--- config.mk ---
export PLATFORM = sky130hd
export DESIGN_NAME = pix_recolor
export DESIGN_NICKNAME = d
export VERILOG_FILES = /design/src/rtl/pix_recolor_pkg.sv /design/src/rtl/lane_unpack.sv /design/src/rtl/lane_pack.sv /design/src/rtl/bar_column.sv /design/src/rtl/colour_xform.sv /design/src/rtl/pix_recolor.sv
export SDC_FILE = /design/constraint.sdc
export NUM_CORES = 1
export LEC_CHECK = 0
export BUFFER_PORTS_ARGS = -buffer_cell sky130_fd_sc_hd__buf_2
export CORE_UTILIZATION = 60
export CTS_CLUSTER_SIZE = 25
export DETAILED_ROUTE_END_ITERATION = 10
export PLACE_DENSITY = 0.84
export SLEW_MARGIN = 25
export SYNTH_ARGS = -nofsm -noshare
export SYNTH_HDL_FRONTEND = slang
export SYNTH_SLANG_ARGS = --single-unit
--- constraint.sdc ---
create_clock -name clk -period 3.7 [get_ports clk]
set_clock_uncertainty 0.05 [all_clocks]
set_input_delay 0.37 -clock clk [delete_from_list [all_inputs] [get_ports clk]]
set_output_delay 0.37 -clock clk [all_outputs]
set_load 0.01 [all_outputs]
--- src/rtl/pix_recolor_pkg.sv ---
package pix_recolor_pkg;

    localparam int LANE_W    = 7;
    localparam int CH_W      = 8;
    localparam int NUM_CH    = 3;
    localparam int NUM_COLS  = 8;
    localparam int COL_W     = $clog2(NUM_COLS);

    // Channel index order inside a channel array
    localparam int CH_R = 2;
    localparam int CH_G = 1;
    localparam int CH_B = 0;

    typedef logic [CH_W-1:0] chan_t;
    typedef chan_t [NUM_CH-1:0] chan_arr_t;

    typedef struct packed {
        chan_t r;
        chan_t g;
        chan_t b;
        logic  hs;
        logic  vs;
        logic  de;
        logic  spare;
    } pix_t;

    typedef enum logic [2:0] {
        OP_PASS,
        OP_INVERT,
        OP_ROT_BRG,
        OP_ROT_GBR,
        OP_BARS,
        OP_MASK
    } op_e;

    function automatic op_e decode_mode(input logic [3:0] m);
        op_e op;
        if (m[3]) begin
            op = OP_MASK;
        end else begin
            case (m[2:0])
                3'd0:    op = OP_INVERT;
                3'd1:    op = OP_ROT_BRG;
                3'd2:    op = OP_ROT_GBR;
                3'd4:    op = OP_BARS;
                default: op = OP_PASS;
            endcase
        end
        return op;
    endfunction

    // Column colours: white, yellow, cyan, green, magenta, red, blue, black
    function automatic logic bar_on(input logic [COL_W-1:0] col, input int ch);
        logic on;
        case (ch)
            CH_R:    on = ~col[1];
            CH_G:    on = ~col[2];
            default: on = ~col[0];
        endcase
        return on;
    endfunction

endpackage

--- src/rtl/lane_unpack.sv ---
module lane_unpack
    import pix_recolor_pkg::*;
(
    input  logic [LANE_W-1:0] la,
    input  logic [LANE_W-1:0] lb,
    input  logic [LANE_W-1:0] lc,
    input  logic [LANE_W-1:0] ld,
    output pix_t              px
);
    always_comb begin
        px.r     = {ld[1], ld[0], la[5:0]};
        px.g     = {ld[3], ld[2], lb[4:0], la[6]};
        px.b     = {ld[5], ld[4], lc[3:0], lb[6:5]};
        px.hs    = lc[4];
        px.vs    = lc[5];
        px.de    = lc[6];
        px.spare = ld[6];
    end
endmodule

--- src/rtl/lane_pack.sv ---
module lane_pack
    import pix_recolor_pkg::*;
(
    input  pix_t              px,
    output logic [LANE_W-1:0] la,
    output logic [LANE_W-1:0] lb,
    output logic [LANE_W-1:0] lc,
    output logic [LANE_W-1:0] ld
);
    always_comb begin
        la = {px.g[0], px.r[5:0]};
        lb = {px.b[1:0], px.g[5:1]};
        lc = {px.de, px.vs, px.hs, px.b[5:2]};
        ld = {px.spare, px.b[7:6], px.g[7:6], px.r[7:6]};
    end
endmodule

--- src/rtl/bar_column.sv ---
module bar_column
    import pix_recolor_pkg::*;
#(
    parameter int CNT_W = 12
) (
    input  logic             clk,
    input  logic             rst,
    input  logic             de,
    output logic [COL_W-1:0] col
);
    localparam int WID_W = CNT_W - COL_W;
    localparam logic [COL_W-1:0] LAST_COL = COL_W'(NUM_COLS - 1);

    logic [CNT_W-1:0] run_cnt;
    logic [WID_W-1:0] width;
    logic [WID_W-1:0] sub_cnt;
    logic [WID_W-1:0] eff_w;
    logic             de_q;

    assign eff_w = (width == '0) ? WID_W'(1) : width;

    always_ff @(posedge clk) begin
        if (rst) begin
            run_cnt <= '0;
            width   <= '0;
            sub_cnt <= '0;
            col     <= '0;
            de_q    <= 1'b0;
        end else begin
            de_q <= de;
            if (de) begin
                if (run_cnt != '1) begin
                    run_cnt <= run_cnt + 1'b1;
                end
                if (col != LAST_COL) begin
                    if (sub_cnt == eff_w - 1'b1) begin
                        sub_cnt <= '0;
                        col     <= col + 1'b1;
                    end else begin
                        sub_cnt <= sub_cnt + 1'b1;
                    end
                end
            end else begin
                sub_cnt <= '0;
                col     <= '0;
                if (de_q) begin
                    width   <= run_cnt[CNT_W-1:COL_W];
                    run_cnt <= '0;
                end
            end
        end
    end
endmodule

--- src/rtl/colour_xform.sv ---
module colour_xform
    import pix_recolor_pkg::*;
(
    input  pix_t             px,
    input  logic [3:0]       mode,
    input  logic [COL_W-1:0] col,
    output pix_t             q
);
    chan_arr_t ch_in, ch_inv, ch_msk, ch_bar, ch_out;
    op_e       op;

    assign ch_in[CH_R] = px.r;
    assign ch_in[CH_G] = px.g;
    assign ch_in[CH_B] = px.b;
    assign op = decode_mode(mode);

    for (genvar gi = 0; gi < NUM_CH; gi++) begin : g_ch
        assign ch_inv[gi] = ~ch_in[gi];
        assign ch_msk[gi] = mode[gi] ? ch_in[gi] : '0;
        assign ch_bar[gi] = bar_on(col, gi) ? '1 : '0;
    end

    always_comb begin
        ch_out = ch_in;
        case (op)
            OP_INVERT:  ch_out = ch_inv;
            OP_MASK:    ch_out = ch_msk;
            OP_BARS:    if (px.de) ch_out = ch_bar;
            OP_ROT_BRG: begin
                ch_out[CH_R] = ch_in[CH_B];
                ch_out[CH_G] = ch_in[CH_R];
                ch_out[CH_B] = ch_in[CH_G];
            end
            OP_ROT_GBR: begin
                ch_out[CH_R] = ch_in[CH_G];
                ch_out[CH_G] = ch_in[CH_B];
                ch_out[CH_B] = ch_in[CH_R];
            end
            default:    ch_out = ch_in;
        endcase
        q   = px;
        q.r = ch_out[CH_R];
        q.g = ch_out[CH_G];
        q.b = ch_out[CH_B];
    end
endmodule

--- src/rtl/pix_recolor.sv ---
module pix_recolor
    import pix_recolor_pkg::*;
#(
    parameter int CNT_W = 12
) (
    input  logic              clk,
    input  logic              rst,
    input  logic [3:0]        mode_sel,
    input  logic [LANE_W-1:0] lane_a_in,
    input  logic [LANE_W-1:0] lane_b_in,
    input  logic [LANE_W-1:0] lane_c_in,
    input  logic [LANE_W-1:0] lane_d_in,
    output logic [LANE_W-1:0] lane_a_out,
    output logic [LANE_W-1:0] lane_b_out,
    output logic [LANE_W-1:0] lane_c_out,
    output logic [LANE_W-1:0] lane_d_out
);
    pix_t             in_px, s1_px, xf_px, s2_px;
    logic [3:0]       s1_mode;
    logic [COL_W-1:0] col;

    lane_unpack u_unpack (
        .la (lane_a_in),
        .lb (lane_b_in),
        .lc (lane_c_in),
        .ld (lane_d_in),
        .px (in_px)
    );

    // Stage 1: capture pixel with its mode
    always_ff @(posedge clk) begin
        if (rst) begin
            s1_px   <= '0;
            s1_mode <= '0;
        end else begin
            s1_px   <= in_px;
            s1_mode <= mode_sel;
        end
    end

    bar_column #(.CNT_W(CNT_W)) u_col (
        .clk (clk),
        .rst (rst),
        .de  (s1_px.de),
        .col (col)
    );

    colour_xform u_xf (
        .px   (s1_px),
        .mode (s1_mode),
        .col  (col),
        .q    (xf_px)
    );

    // Stage 2: transformed pixel
    always_ff @(posedge clk) begin
        if (rst) begin
            s2_px <= '0;
        end else begin
            s2_px <= xf_px;
        end
    end

    lane_pack u_pack (
        .px (s2_px),
        .la (lane_a_out),
        .lb (lane_b_out),
        .lc (lane_c_out),
        .ld (lane_d_out)
    );
endmodule

# After elaboration in Yosys (flattened, before gate mapping)
# Index checks and enable logic that the tools add are counted.
[totals] in_bits=34 reg_bits=93 word_cells=61 out_inout_bits=28
[op_classes] n_mux=15 bitwise_logic=4 add_sub_neg=4 n_reduce_logical=7 n_eq_ne=12
[op_table] op="$pmux 24 s5" n=1
[op_table] op="$mux 8" n=6
[op_table] op="$mux 12" n=3
[op_table] op="$mux 24" n=1
[op_table] op="$not 8->8" n=3
[op_table] op="$mux 9" n=2
[op_table] op="$add 12x1->12 const B" n=1
[op_table] op="$ne 12x12->1 const B" n=1
[op_table] op="$pmux 3 s4" n=1
[op_table] op="$add 9x1->9 const B" n=1
[op_table] op="$eq 3x2->1 const B" n=3
[op_table] op="$eq 3x3->1 const B" n=3
[op_table] op="$eq 9x9->1" n=1
[op_table] op="$logic_not 9->1" n=1
[op_table] op="$sub 9x1->9 const B" n=1
[op_table] op="$eq 3x1->1 const B" n=2
[op_table] op="$reduce_and 2->1" n=3
[op_table] op="$add 3x1->3 const B" n=1
[op_table] op="$logic_not 3->1" n=1
[op_table] op="$mux 3" n=1
[op_table] op="$ne 3x3->1 const B" n=1
[op_table] op="$ne 2x1->1 const B" n=1
[op_table] op="$reduce_bool 2->1" n=1
[op_table] op="$reduce_or 2->1" n=1
[op_table] op="$not 1->1" n=1

# Logic depth before layout (Yosys ltp)
# Gate-level depths: netlist of the first run.
[logic_depth] word_depth=5 ltp_mapped=10 mapped_depth_nobuf=9

# By module
# Synthesis of the first run repeated with hierarchy kept, for this count alone.
[unflattened] hier_cells=676 area_unflattened_um2=5437.7
[by_module_without_submodules] mod="bar_column" seq_area_each_um2=680.7 instances=1 cells_each=224 area_each_um2=1833.0
[by_module_without_submodules] mod="pix_recolor" seq_area_each_um2=1201.2 instances=1 cells_each=126 area_each_um2=1606.5
[by_module_without_submodules] mod="colour_xform" seq_area_each_um2=0.0 instances=1 cells_each=270 area_each_um2=1577.8
[by_module_without_submodules] mod="lane_pack" seq_area_each_um2=0.0 instances=1 cells_each=28 area_each_um2=210.2
[by_module_without_submodules] mod="lane_unpack" seq_area_each_um2=0.0 instances=1 cells_each=28 area_each_um2=210.2

# Least setup slack after synthesis of the first run
# Ideal clock, no wire load.
[synth_timing] path_type="register to register" startpoint="register u_col.width[3]" endpoint="register u_col.sub_cnt[5]" slack_ps=1458 synth_period_minus_slack_ps=2242 setup_time_ps=116 path_buffers=1 arrival_ps=2076 required_ps=3534 stages_incl_launch_ff=11 cell_sequence="dfxtp_1 > buf_6 > nor4_1 > a21oi_1 > ha_1 > xnor2_1 > nand2_1 > o21ai_0 > a211oi_4 > nand4_4 > and3_1"
[synth_via] elab_chain_len=5
[synth_lines] item="start: declaration" line="bar_column.sv:15" source="logic [WID_W-1:0] width;"
[synth_lines] item="start signal: assignment" line="bar_column.sv:47" source="width <= run_cnt[CNT_W-1:COL_W];"
[synth_lines] item="$logic_not 9->1" line="bar_column.sv:20" source="assign eff_w = (width == '0) ? WID_W'(1) : width;"
[synth_lines] item="$mux 9 *" line="bar_column.sv:20"
[synth_lines] item="$sub 9x1->9 *" line="bar_column.sv:36" source="if (sub_cnt == eff_w - 1'b1) begin"
[synth_lines] item="$eq 9x9->1 *" line="bar_column.sv:36"
[synth_lines] item="$mux 9 *" line="bar_column.sv:36"
[synth_lines] item="end signal: assignment" line="bar_column.sv:40" source="sub_cnt <= sub_cnt + 1'b1;"
[synth_lines] item="end: declaration" line="bar_column.sv:16" source="logic [WID_W-1:0] sub_cnt;"
# Mark *: on every way between the ends. The rest lies on a longest branch, timed or not.
# A chain may end at the register's enable or synchronous reset.

# Worst setup path in the final report of the first run
[layout_timing] startpoint="register u_col.width[3]" endpoint="register u_col.sub_cnt[8]"
# Same word-level chain as after synthesis.

==> flow_metrics.tcl, run 1 <==
set metrics [dict create \
    fin_cells 580 \
    cp_max_fo 10 \
    cap_violations 0 \
    area_growth_syn_to_layout_pct 11.9 \
    setup_tns_ps 0 \
    swShare 0.271 \
    peakVddDrop_mv 0.390 \
    wirelength_um 8750 \
    final_nets 537 \
    diodes 0 \
    synth-seq-cells 93 \
    viasPerCell 5.95 \
    synthDistinctLibCells 48 \
    power.density_nw_per_um2 425 \
    chipHeight_um 83.5 \
    drc 0 \
    rows 29 \
    wl_met3_um 539 \
    gp_congestion 0.893 \
    power_frac_comb 0.086 \
    post_drt_wl_per_cell_um 15.1 \
    drt-initial-drc-count 210 \
    post_cts_resized 0 \
    ios 62 \
    finalCriticalPeriod_ps 2440 \
    dieArea_um2 6970 \
    fillers 490 \
    status "finished clean" \
    power.internal_w 0.00138 \
    clkSinkCount 93 \
    critPathCaptureType "flop" \
    synth_xor_area_frac 0.0352 \
    timing.final.crit_share 0.660 \
    setup.worst_path.class "reg -> reg" \
    cts_tree "built" \
    antenna_left 0 \
    synth-compound-area-share 0.196 \
    timing.fmax_mhz 410 \
    drv_slew 0 \
    numCtsBuffers 9 \
    dieWidth_um 83.5 \
    track_usage 0.260 \
    synthSimpleGateAreaFrac 0.233 \
    clkPwrFrac 0.347 \
    grt_overflow 0 \
    cts_hold_buf 0 \
    m1WireLength_um 3820 \
    seq_area_frac_synth 0.468 \
    worstMarginPinSlew_ps 865 \
    dp.final_hpwl_um 6130 \
    dpl.cell_count 564 \
    avgSynthCellArea_um2 8.75 \
    top_layer "met4" \
    final_layout_size_suffix_gt1_frac 0.167 \
    worst_ep_required_time_ps 3910 \
    syn_area_um2 3980 \
    timing.hold.ws_ps 152 \
    synth.area.mux_share 0.0151 \
    met2WireLength_um 4190 \
    synth_top_family_by_area "simple AND/OR/NAND/NOR gates" \
    root_buffer "clkbuf_8" \
    start_util 0.623 \
    cp.arrival_ps 2650 \
    clock_path_buffers 2 \
    utilization 0.698 \
    route.vias.total 3449 \
    netSwitchingPower_w 0.000514 \
    firstDrtPassIters 5 \
    slew_headroom 0.424 \
    synth_nets 494 \
    grt_pass1_wl_um 14600 \
    seqPwrFrac 0.567 \
    hold_path_class "in -> reg" \
    total_leakage_power_nw 1.85 \
    portBuffers 61 \
    hold_violations 0 \
    crit_path_start_kind "flop" \
    htree_levels 3 \
    grt_setup_unrepaired "false" \
    cts_setup_buffers 0 \
    grt_max_degree 74 \
    ys_warn_count 0 \
    synth_adder_area_share 0.0157 \
    finalSetupViolCount 0 \
    coreArea_um2 6390 \
    grt_pass1_vias 3096 \
    clk_pin_slew_ps 100 \
    synthCells 455 \
    antenna_found_initial 0 \
    clkLatencyLatePin_ps 370 \
]
-- synth_stat cells (all sizes together) --
cell	number	area, um^2
clkbuf	26	97.6
nand2b	5	31.3
and4	1	8.76
or3	1	6.26
nor4	3	18.8
a31oi	3	18.8
o2111a	1	11.3
and3	16	100
nand3	11	55.1
o21ai	35	175
and4b	1	10.0
nor2	47	176
mux2i	6	60.1
nor2b	39	244
clkinv	1	3.75
nand4	6	52.6
buf	5	32.5
o2111ai	1	8.76
nor3	6	46.3
a311oi	2	17.5
dfxtp	93	1860
a31o	1	8.76
inv	4	15.0
o211a	1	10.0
xor2	7	61.3
ha	5	62.6
nor3b	2	20.0
o31a	1	8.76
a21oi	50	250
or4	2	18.8
nand2	31	116
o311ai	1	8.76
o31ai	2	15.0
a221oi	24	210
xnor2	9	78.8
a211oi	2	27.5
nand3b	3	22.5
a41o	1	10.0
-- final cells by class --
class                   instances  area (um^2)  share of cell area
inverters                       5         18.8             0.00421
clock buffers                  10          128              0.0286
multi-input cells             326         1970               0.442
repair buffers                 63          320              0.0719
well taps                      77         96.3              0.0216
clock inverters                 6         60.1              0.0135
flip-flops and latches         93         1860               0.418
-- state kept, by name, summed over array words and instances (netlist names) --
name	cells
u_col.run_cnt	12
s2_px	27
u_col.de_q	1
u_col.width	9
s1_px	28
u_col.sub_cnt	9
s1_mode	4
u_col.col	3
-- critical path, cell delays in order, from the launching register on --
cell     delay (ps)
dfxtp_1         410
nor4_1          390
a21oi_1         120
ha_1            320
xnor2_1         130
a21oi_1         160
nand2_1         120
nor3_4          180
nand4_4         220
and3_1          230
-- power groups by stage --
| stage | clock, W | combinational (W) | sequential (W) |
|---|---|---|---|
| finish | 0.000657 | 0.000162 | 0.00107 |
| CTS | 0.000666 | 0.000162 | 0.00107 |
| detailed placement | 0 | 0.000160 | 0.00110 |
| global route | 0.000706 | 0.000181 | 0.00108 |
| floorplan | 0 | 0.0000962 | 0.00110 |
| global placement | 0 | 0.000156 | 0.00109 |
-- through the flow --
step	setup slack, ps	power [W]	cell area [um^2]
after floorplan	1460	0.00119	3980
final	1260	0.00189	4460
after CTS	1240	0.00190	4460
after global placement	1270	0.00125	4270
after detailed placement	1230	0.00126	4270
after global routing	998	0.00197	4460
-- layout by cell type, fill, tap and decap left out, types with 6 or more instances in the layout --
master	instances
xnor2_1	9
buf_2	61
nand2_1	31
dfxtp_1	93
and3_1	16
a21oi_1	50
nor2b_1	39
mux2i_1	6
a221oi_1	24
xor2_1	7
clkbuf_8	9
nand3_1	11
nor2_1	47
o21ai_0	33
-- metal layers --
metal | vias to the layer above | global-route usage
met5 | - | 0
met4 | 0 | 0.108
met3 | 23 | 0.0495
met2 | 152 | 0.444
met1 | 1569 | 0.322
li1 | 1705 | -
-- final timing paths --
kind,end,slack [ps],startpoint,depth (start not counted)
worst min-delay path,s1_px[8],150,lane_c_in[2],2
worst min register to register,s2_px[0],400,s1_px[0],1
worst max register to register,u_col.sub_cnt[8],1260,u_col.width[3],9
worst max-delay path,u_col.sub_cnt[8],1260,u_col.width[3],9
-- logic make-up (layout without fill, tap and decap cells) --
logic type | count (synthesis) | in the layout
AND/OR/NAND/NOR | 174 | 174
AO/OA/AOI/OAI | 125 | 125
flip-flops | 93 | 93
buffers and inverters | 36 | 84
XOR/XNOR | 16 | 16
multiplexers | 6 | 6
adder cells (fa/ha/maj) | 5 | 5
Power figures use the tool's default switching activity.
==> run 2: changes to the inputs <==
--- a/config.mk
+++ b/config.mk
@@ -6,10 +6,10 @@
 export NUM_CORES = 1
 export LEC_CHECK = 0
 export BUFFER_PORTS_ARGS = -buffer_cell sky130_fd_sc_hd__buf_2
-export CORE_UTILIZATION = 60
+export CORE_UTILIZATION = 51
 export CTS_CLUSTER_SIZE = 25
 export DETAILED_ROUTE_END_ITERATION = 10
-export PLACE_DENSITY = 0.84
+export PLACE_DENSITY = 0.76
 export SLEW_MARGIN = 25
 export SYNTH_ARGS = -nofsm -noshare
 export SYNTH_HDL_FRONTEND = slang
==> constraint.sdc (replaced) <==
create_clock -name clk -period 2.2 [get_ports clk]
set_clock_uncertainty 0.05 [all_clocks]
set_input_delay 0.22 -clock clk [delete_from_list [all_inputs] [get_ports clk]]
set_output_delay 0.22 -clock clk [all_outputs]
set_load 0.01 [all_outputs]
==> flow_metrics.tcl, run 2 (synthesis results as in run 1) <==
set metrics [dict create \
    startpoint "u_col.width[4]" \
    status "finished clean" \
    final_area_um2 4890 \
    whs_path_depth 2 \
    placed_area_um2 4410 \
    timing.fmax_mhz 455 \
    drv_slew 0 \
    peakVddDrop_mv 0.520 \
    fillers 590 \
    chipHeight_um 90.4 \
    firstDrtPassIters 5 \
    root_buffer "clkbuf_8" \
    dp.final_hpwl_um 6180 \
    power_frac_comb 0.084 \
    worstMarginPinSlew_ps 868 \
    clock_path_buffers 2 \
    hold_path_class "in -> reg" \
    clkLatencyLatePin_ps 360 \
    clkSinkCount 93 \
    worst_ep_required_time_ps 2410 \
    setup.worst_path.class "reg -> reg" \
    antenna_left 0 \
    dieWidth_um 90.4 \
    seqPwrFrac 0.532 \
    cap_violations 0 \
    area_growth_syn_to_layout_pct 22.9 \
    final_nets 564 \
    gp_congestion 0.923 \
    largest_reg_flops 28 \
    fin_ws_ps 3.19 \
    cp.arrival_ps 2410 \
    drt-initial-drc-count 273 \
    coreArea_um2 7410 \
    power.internal_w 0.00258 \
    route.vias.total 3634 \
    ff2ff_path_depth 10 \
    fin_cells 629 \
    ios 62 \
    viasPerCell 5.78 \
    min-delay-start "lane_a_in[1]" \
    track_usage 0.240 \
    start_util 0.537 \
    r2r-start "u_col.width[4]" \
    slowest_delay_ps 350 \
    drc 0 \
    timing.final.crit_share 0.999 \
    path_cells "nor4_4, a21oi_2, ha_4, xnor2_2, nand2_1, o21ai_2, a211oi_4, buf_4, nand4_4, and3_1" \
    slew_headroom 0.421 \
    rows 31 \
    final_layout_size_suffix_gt1_frac 0.255 \
    reg.largest.list "s1_px x28, s2_px x27, u_col.run_cnt x12" \
    power.density_nw_per_um2 693 \
    cp_max_fo 5 \
    grt_setup_unrepaired "true" \
    total_leakage_power_nw 2.05 \
    final_common_cell "dfxtp_1" \
    critPathCaptureType "flop" \
    finalSetupViolCount 0 \
    htree_levels 3 \
    crit_path_start_kind "flop" \
    clk_pin_slew_ps 90 \
    grt_overflow 0 \
    layout_common_cells "88 x dfxtp_1, 61 x buf_2, 49 x a21oi_1" \
    cpMaxStageDelayCell "dfxtp_1" \
    hold_violations 0 \
    swShare 0.238 \
    portBuffers 61 \
    antenna_found_initial 0 \
    total_power_w 0.00339 \
    pre_cts_slack_ps -117 \
    wirelength_um 9920 \
    setup_tns_ps 0 \
    grt_pass1_vias 3434 \
    cts_tree "built" \
    clkPwrFrac 0.384 \
    grt_pass1_wl_um 15900 \
    diodes 0 \
    largest-register "s1_px" \
    dpl.cell_count 600 \
    cp.depth 10 \
    numCtsBuffers 9 \
    netSwitchingPower_w 0.000806 \
    finalCriticalPeriod_ps 2200 \
    post_drt_wl_per_cell_um 15.8 \
    critPathTopFamily "simple AND/OR/NAND/NOR gates" \
    dieArea_um2 8160 \
    grt_max_degree 57 \
    critPathBufInv 1 \
]
[run 2: cell count changes in the layout (fill, tap and decap cells not counted), sizes merged]
cell    before  now
buf         63   88
nand4        6    7
bufinv       0    2
clkinv       1    4
clkbuf      10   12
inv         10    4
[run 2: final cells by class]
type / count / area (um^2) / area share
Tap cell: 99 / 124 / 0.0253
Sequential cell: 93 / 1870 / 0.382
Clock buffer: 11 / 151 / 0.0309
Inverter: 5 / 18.8 / 0.00384
Multi-Input combinational cell: 327 / 2130 / 0.436
Clock inverter: 5 / 82.6 / 0.0169
Timing Repair Buffer: 89 / 517 / 0.106
[run 2: repair_timing]
item,in CTS,in global routing
gates resized for setup,13,19
hold buffers,0,0
cloned,1,0
setup buffers,9,4
pin swaps,15,13
setup endpoints to repair,12,14
[run 2: power by group through the flow]
stage          registers [W]  clock network (W)  logic [W]
2_1_floorplan        0.00185                  0   0.000162
3_3_place_gp         0.00184                  0   0.000271
3_5_place_dp         0.00184                  0   0.000278
4_1_cts              0.00180            0.00131   0.000280
5_1_grt              0.00181            0.00138   0.000316
6_report             0.00180            0.00130   0.000286
[run 2: final timing paths]
check                     endpoint  slack, ps
setup / recovery  u_col.sub_cnt[6]          3
hold / removal           s1_px[21]         10
setup reg to reg  u_col.sub_cnt[6]          3
hold reg to reg           s2_px[0]        390
[run 2: through the flow]
step            util  hold WS, ps
4_1_cts        0.648         3.47
6_report       0.661         10.1
2_1_floorplan      -          298
3_3_place_gp   0.596          371
3_5_place_dp   0.596          378
5_1_grt        0.661         8.69
[run 2: metal layers]
metal / vias to the layer above / track usage / routed length [um]
met2: 151 / 0.415 / 4970
met3: 23 / 0.0286 / 526
met5: - / 0 / 0
met4: 0 / 0.126 / 251
li1: 1754 / - / -
met1: 1706 / 0.293 / 4170
